File: config.mk
export PLATFORM = sky130hd
export DESIGN_NAME = bxcvr_top
export DESIGN_NICKNAME = d
export VERILOG_FILES = /design/src/rtl/bxcvr_pkg.sv /design/src/rtl/bxcvr_dir_latch.sv /design/src/rtl/bxcvr_lane.sv /design/src/rtl/bxcvr_top.sv
export SDC_FILE = /design/constraint.sdc
export NUM_CORES = 1
export LEC_CHECK = 0
export BUFFER_PORTS_ARGS = -buffer_cell sky130_fd_sc_hd__buf_2
export CELL_PAD_IN_SITES_DETAIL_PLACEMENT = 0
export CELL_PAD_IN_SITES_GLOBAL_PLACEMENT = 2
export CORE_MARGIN = 4
export CORE_UTILIZATION = 27
export CTS_CLUSTER_SIZE = 25
export DETAILED_ROUTE_END_ITERATION = 8
export GPL_TIMING_DRIVEN = 0
export PLACE_DENSITY_LB_ADDON = 0.1
export SYNTH_ARGS = -nofsm -noshare
export SYNTH_HDL_FRONTEND = slang
export SYNTH_SLANG_ARGS = --single-unit
File: constraint.sdc
create_clock -name clk -period 3.5 [get_ports clk]
set_input_delay 0.7 -clock clk [delete_from_list [all_inputs] [get_ports clk]]
set_output_delay 0.7 -clock clk [all_outputs]
set_load 0.005 [all_outputs]
File: src/rtl/bxcvr_pkg.sv
package bxcvr_pkg;
  localparam int unsigned LANE_W_DEF = 8;
  localparam int unsigned LANES_DEF  = 2;

  typedef struct packed {
    logic sel_n;
    logic hold_n;
    logic drv_n;
  } dir_ctl_t;
endpackage

File: src/rtl/bxcvr_dir_latch.sv
module bxcvr_dir_latch #(
  parameter int unsigned W = 8
) (
  input  logic                  clk,
  input  logic                  rst,
  input  bxcvr_pkg::dir_ctl_t   ctl,
  input  logic [W-1:0]          din,
  output logic [W-1:0]          dout,
  output logic                  drive
);
  logic [W-1:0] store;
  logic         open_w;

  assign open_w = !ctl.sel_n && !ctl.hold_n;

  always_ff @(posedge clk) begin
    if (rst)         store <= '0;
    else if (open_w) store <= din;
  end

  assign drive = !ctl.sel_n && !ctl.drv_n;
  assign dout  = drive ? (open_w ? din : store) : '0;

  // while hold is high the word is kept
  p_hold_keeps_r3: assert property (@(posedge clk) disable iff (rst)
    ctl.hold_n |=> $stable(store));
  // deselected direction never changes its word
  p_desel_keeps_r4: assert property (@(posedge clk) disable iff (rst)
    ctl.sel_n |=> $stable(store));
  // an open edge captures the source value
  p_capture_r3: assert property (@(posedge clk) disable iff (rst)
    (!ctl.sel_n && !ctl.hold_n) |=> store == $past(din));
  // an undriven lane stays quiet
  p_quiet_r6: assert property (@(posedge clk) disable iff (rst)
    ctl.sel_n |-> (dout == '0));
endmodule

File: src/rtl/bxcvr_lane.sv
module bxcvr_lane #(
  parameter int unsigned W = 8
) (
  input  logic                clk,
  input  logic                rst,
  input  logic [W-1:0]        a_in,
  input  logic [W-1:0]        b_in,
  input  bxcvr_pkg::dir_ctl_t ab_ctl,
  input  bxcvr_pkg::dir_ctl_t ba_ctl,
  input  logic                a_ext,
  input  logic                b_ext,
  output logic [W-1:0]        a_out,
  output logic                a_oe,
  output logic [W-1:0]        b_out,
  output logic                b_oe,
  output logic                clash
);
  bxcvr_dir_latch #(.W(W)) u_ab (
    .clk(clk), .rst(rst), .ctl(ab_ctl), .din(a_in), .dout(b_out), .drive(b_oe)
  );

  bxcvr_dir_latch #(.W(W)) u_ba (
    .clk(clk), .rst(rst), .ctl(ba_ctl), .din(b_in), .dout(a_out), .drive(a_oe)
  );

  assign clash = (a_oe && a_ext) || (b_oe && b_ext);

  // pass-through A to B shows the live A value
  p_pass_ab_r2: assert property (@(posedge clk) disable iff (rst)
    (b_oe && !ab_ctl.hold_n) |-> (b_out == a_in));
  // pass-through B to A shows the live B value
  p_pass_ba_r7: assert property (@(posedge clk) disable iff (rst)
    (a_oe && !ba_ctl.hold_n) |-> (a_out == b_in));
  // no clash flagged while neither side is driven by the block
  p_clash_idle_r9: assert property (@(posedge clk) disable iff (rst)
    (!a_oe && !b_oe) |-> !clash);
endmodule

File: src/rtl/bxcvr_top.sv
module bxcvr_top #(
  parameter int unsigned LANE_W = bxcvr_pkg::LANE_W_DEF,
  parameter int unsigned LANES  = bxcvr_pkg::LANES_DEF,
  localparam int unsigned BUS_W = LANE_W * LANES
) (
  input  logic             clk,
  input  logic             rst,
  input  logic [BUS_W-1:0] a_in,
  input  logic [BUS_W-1:0] b_in,
  input  logic [LANES-1:0] ab_sel_n,
  input  logic [LANES-1:0] ab_hold_n,
  input  logic [LANES-1:0] ab_drv_n,
  input  logic [LANES-1:0] ba_sel_n,
  input  logic [LANES-1:0] ba_hold_n,
  input  logic [LANES-1:0] ba_drv_n,
  input  logic [LANES-1:0] a_ext_drv,
  input  logic [LANES-1:0] b_ext_drv,
  output logic [BUS_W-1:0] a_out,
  output logic [LANES-1:0] a_oe,
  output logic [BUS_W-1:0] b_out,
  output logic [LANES-1:0] b_oe,
  output logic [LANES-1:0] clash
);
  for (genvar g = 0; g < LANES; g++) begin : g_lane
    bxcvr_pkg::dir_ctl_t ab_c, ba_c;
    assign ab_c = '{sel_n: ab_sel_n[g], hold_n: ab_hold_n[g], drv_n: ab_drv_n[g]};
    assign ba_c = '{sel_n: ba_sel_n[g], hold_n: ba_hold_n[g], drv_n: ba_drv_n[g]};

    bxcvr_lane #(.W(LANE_W)) u_lane (
      .clk   (clk),
      .rst   (rst),
      .a_in  (a_in[g*LANE_W +: LANE_W]),
      .b_in  (b_in[g*LANE_W +: LANE_W]),
      .ab_ctl(ab_c),
      .ba_ctl(ba_c),
      .a_ext (a_ext_drv[g]),
      .b_ext (b_ext_drv[g]),
      .a_out (a_out[g*LANE_W +: LANE_W]),
      .a_oe  (a_oe[g]),
      .b_out (b_out[g*LANE_W +: LANE_W]),
      .b_oe  (b_oe[g]),
      .clash (clash[g])
    );
  end
endmodule

# Word-level counts from Yosys, hierarchy flattened
# Cells that the tools add are included.
# W data, S select, Z words.
# word_totals
reg_bits,32
latchBits,0
ramBits,0
romBits,0
in_bits,50
out_inout_bits,38
wordCells,38
mem_count,0
# classes
add_sub_neg,0
n_mul,0
div,0
n_lt_le_gt_ge,0
eq_ne,0
shifts,0
mux,8
bitwise,0
reduce_logical,26
# ops
op,count
$mux W8,8
$logic_and A1 B1 Y1,12
$logic_not A1 Y1,12
$logic_or A1 B1 Y1,2

# Logic depth before layout (Yosys ltp)
# logic_depth
depth_word,4
mapped_depth,5
mapped_depth_nobuf,3

# Hierarchy
# Synthesis repeated with hierarchy kept, for this count alone.
# unflattened
hier_cells,222
area_unflattened_um2,1879.3
# by_module_without_submodules
module,instances,cells_each,area_each_um2,seq_area_each_um2
bxcvr_dir_latch,4,55,465.4,160.2
bxcvr_lane,2,1,8.8,0.0

# Least setup slack after synthesis
# No wires, ideal clock.
# synth_timing
path_type,input-to-output
from,in ba_sel_n[0]
to,out clash[0]
arrival_ns,1.383
required_ns,2.800
path_slack_ns,1.417
stages,5
path_buffers,2
path_cell_list,or2_2 > buf_2 > inv_2 > a22o_1 > buf_4
# synth_between
elab_chain_len,4
# synth_rtl
element,line_no,rtl
start: declaration,bxcvr_top.sv:13,"input logic [LANES-1:0] ba_sel_n,"
$logic_not A1 Y1,bxcvr_dir_latch.sv:21,assign drive = !ctl.sel_n && !ctl.drv_n;
$logic_and A1 B1 Y1,bxcvr_dir_latch.sv:21,
net g_lane[0].u_lane.a_oe,bxcvr_lane.sv:13,"output logic a_oe,"
$logic_and A1 B1 Y1,bxcvr_lane.sv:26,assign clash = (a_oe && a_ext) || (b_oe && b_ext);
$logic_or A1 B1 Y1,bxcvr_lane.sv:26,
end: declaration,bxcvr_top.sv:22,output logic [LANES-1:0] clash
# The timed path passes the listed nets, and every way through them passes these cells.

# Worst setup path after layout
# Same ends and word-level chain as after synthesis.

==> impl_metrics.csv <==
group,metric,value,unit
timing,setup_viol,0,
job,max-cap-violations,0,
clock_network,post_cts_buffers,0,
worst_hold_path,hold_path_class,"reg2reg",
finish,final_common_cell,"buf_2",
drt,post_drt_wl_per_cell,12.89,µm
pwr,ir_drop,112.8,µV
critical_path,r2r_cells,2,
critical_path,worstSetupEndpointType,"output pin",
finish,antenna_cells,0,
critical_path,crit_fanout,9,
floorplanning,fp.dieH,92.40,µm
timing,rsz0062_at_grt,"no",
critical_path,startpoint_type,"primary input",
floorplanning,start_util,28.00,%
timing,fin_crit_sh,67.92,%
clock_network,cts_tree,"built",
critical_path,r2r-start,"g_lane[0].u_lane.u_ba.store[1]",
synth,synth_nets,277,
synth,syn_area,0.001923,mm²
synth,yosysSeqAreaShare,33.31,%
floorplanning,chipWidth,92.40,µm
pwr,powerDensity,333.5,mW/mm²
timing,max_freq,420.7,MHz
timing,finalHoldViolCount,0,
status,status,"finished clean",
drt,route.detailed.drc,0,
drt,viasPerCell,4.526,
floorplanning,core,0.006869,mm²
drt,wl,5389,µm
floorplanning,rows,30,
global_routing,grt_max_degree,11,
global_routing,grt_pass1_vias,1876,
critical_path,setup.worst_path.class,"in2out",
synth,yosysWarningCount,0,
finish,syn_to_final_growth,33.57,%
worst_hold_path,worstHoldEndpoint,"g_lane[1].u_lane.u_ab.store[3]",
timing,drv_slew,0,
clock_network,cts_buffers,5,
critical_path,worstPathRequired,2.80,ns
drt,drt_first_iter_violations,37,
finish,fin_nets,371,
critical_path,rrSetupSlack,2.87,ns
finish,fin_util,37.40,%
clock_network,h-tree-depth,2,
timing,final.setup_skew,0,ns
global_routing,track_usage,12.72,%
timing,tns,0,ns
clock_network,clock_sinks,32,
synth,avgSynthCellArea,8.472,µm²
critical_path,timing.rr.end,"g_lane[0].u_lane.u_ba.store[1]",
clock_network,clkTransAtPathRegs,0.07,ns
place,gp_congestion,0.6871,
floorplanning,io_pins,88,
global_routing,antenna_found_initial,0,
global_routing,grt-ovfl-total,0,
drt,vias,1892,
drt,dr.pass1.iters,4,
critical_path,arrival,1.68,ns
timing,timing.final.crit_period,2.377,ns
floorplanning,die-area,0.008537,mm²
finish,drive_above_1_share,43.17,%
timing,worstMarginPinSlew,0.5472,ns
clock_network,cts_resized,0,
pwr,leakagePower,1.222,nW
clock_network,clk_latency,0.28,ns
worst_hold_path,min_path_cells,2,
place,hpwl,3937,µm
synth,synth_cell_type_count,17,
clock_network,root_buffer,"clkbuf_8",
synth,ys_ff_latch,32,
place,port_buffers,87,
synth,netlist_instances,227,
timing,maxSlewHeadroom,63.52,%
clock_network,ctsHoldBuffers,0,
clock_network,clockBufferDepth,2,
finish,fillers,778,
drt,drtAntennaViolNets,0,
worst_hold_path,holdCritStartpoint,"g_lane[1].u_lane.u_ab.store[3]",
global_routing,grt_pass1_wl,8907,µm
==> worst max-delay path, cell delays in order <==
cell	delay [ns]
buf_2	0.14
or2_2	0.29
buf_2	0.18
inv_2	0.07
a22o_1	0.11
buf_4	0.09
buf_2	0.09
==> power breakdown <==
part | total [mW] | switching [mW] | internal, mW
logic | 0.172 | 0.0835 | 0.0887
registers | 0.388 | 0.00727 | 0.381
clock network | 0.296 | 0.136 | 0.160
total | 0.857 | 0.227 | 0.630
==> final cells by class <==
class | count | area [µm²] | share of cell area [%]
Multi-Input combinational cell | 166 | 1084 | 42.18
Sequential cell | 32 | 640.6 | 24.94
Timing Repair Buffer | 87 | 435.4 | 16.95
Buffer | 25 | 183.9 | 7.160
Tap cell | 96 | 120.1 | 4.676
Clock buffer | 8 | 90.09 | 3.507
Inverter | 4 | 15.01 | 0.5845
==> state kept, by name, indices dropped and copies added (netlist names) <==
register / count
g_lane.u_lane.u_ab.store: 16
g_lane.u_lane.u_ba.store: 16
==> Yosys cell counts <==
cell type	count	area share [%]
or3b_1	12	5.5
inv_1	1	0.19
nor2_1	32	6.2
or2_1	3	0.98
mux2i_1	32	17
or2_2	1	0.33
clkbuf_2	2	0.52
or3b_2	20	9.1
clkbuf_1	3	0.59
buf_6	6	3.5
buf_4	10	3.9
dfxtp_1	32	33
inv_2	3	0.59
a21oi_1	32	8.3
buf_2	4	1.0
o21ai_0	32	8.3
a22o_1	2	0.91
==> how the worst max path moves through the flow <==
stage,startpoint,to
floorplan,ba_sel_n[0],clash[0]
global placement,ba_sel_n[0],clash[0]
detailed placement,ba_sel_n[0],clash[0]
CTS,ba_sel_n[0],clash[0]
global route,ba_sel_n[0],clash[0]
finish,ba_sel_n[0],clash[0]
==> routing by layer <==
layer	part of all wire, %	track usage [%]	wire, µm
met5	0	0	0
met3	7.6	3.981	412
met2	43	19.52	2291
met4	1.0	4.084	55
met1	49	16.90	2631
==> logic make-up (layout without fill, tap and decap cells) <==
| family | after synthesis | after routing | synth area share (%) |
|---|---|---|---|
| and+or+nand+nor | 68 | 68 | 22.12 |
| AOI/OAI and AO/OA | 66 | 66 | 17.57 |
| muxes | 32 | 32 | 16.66 |
| DFF | 32 | 32 | 33.31 |
| buffers and inverters | 29 | 124 | 10.34 |
==> stage by stage <==
step	power (mW)	hold slack [ns]	area [µm²]	cells	worst slack [ns]
5_1_grt	0.9143	0.4977	2569	418	1.057
3_3_place_gp	0.5716	0.4636	2479	410	1.105
4_1_cts	0.8781	0.4776	2569	418	1.106
3_5_place_dp	0.5717	0.4673	2479	410	1.111
2_1_floorplan	0.4974	0.4473	1923	227	1.417
6_report	0.8567	0.4754	2569	418	1.123
Note: power is estimated with default switching activity, not from simulation.
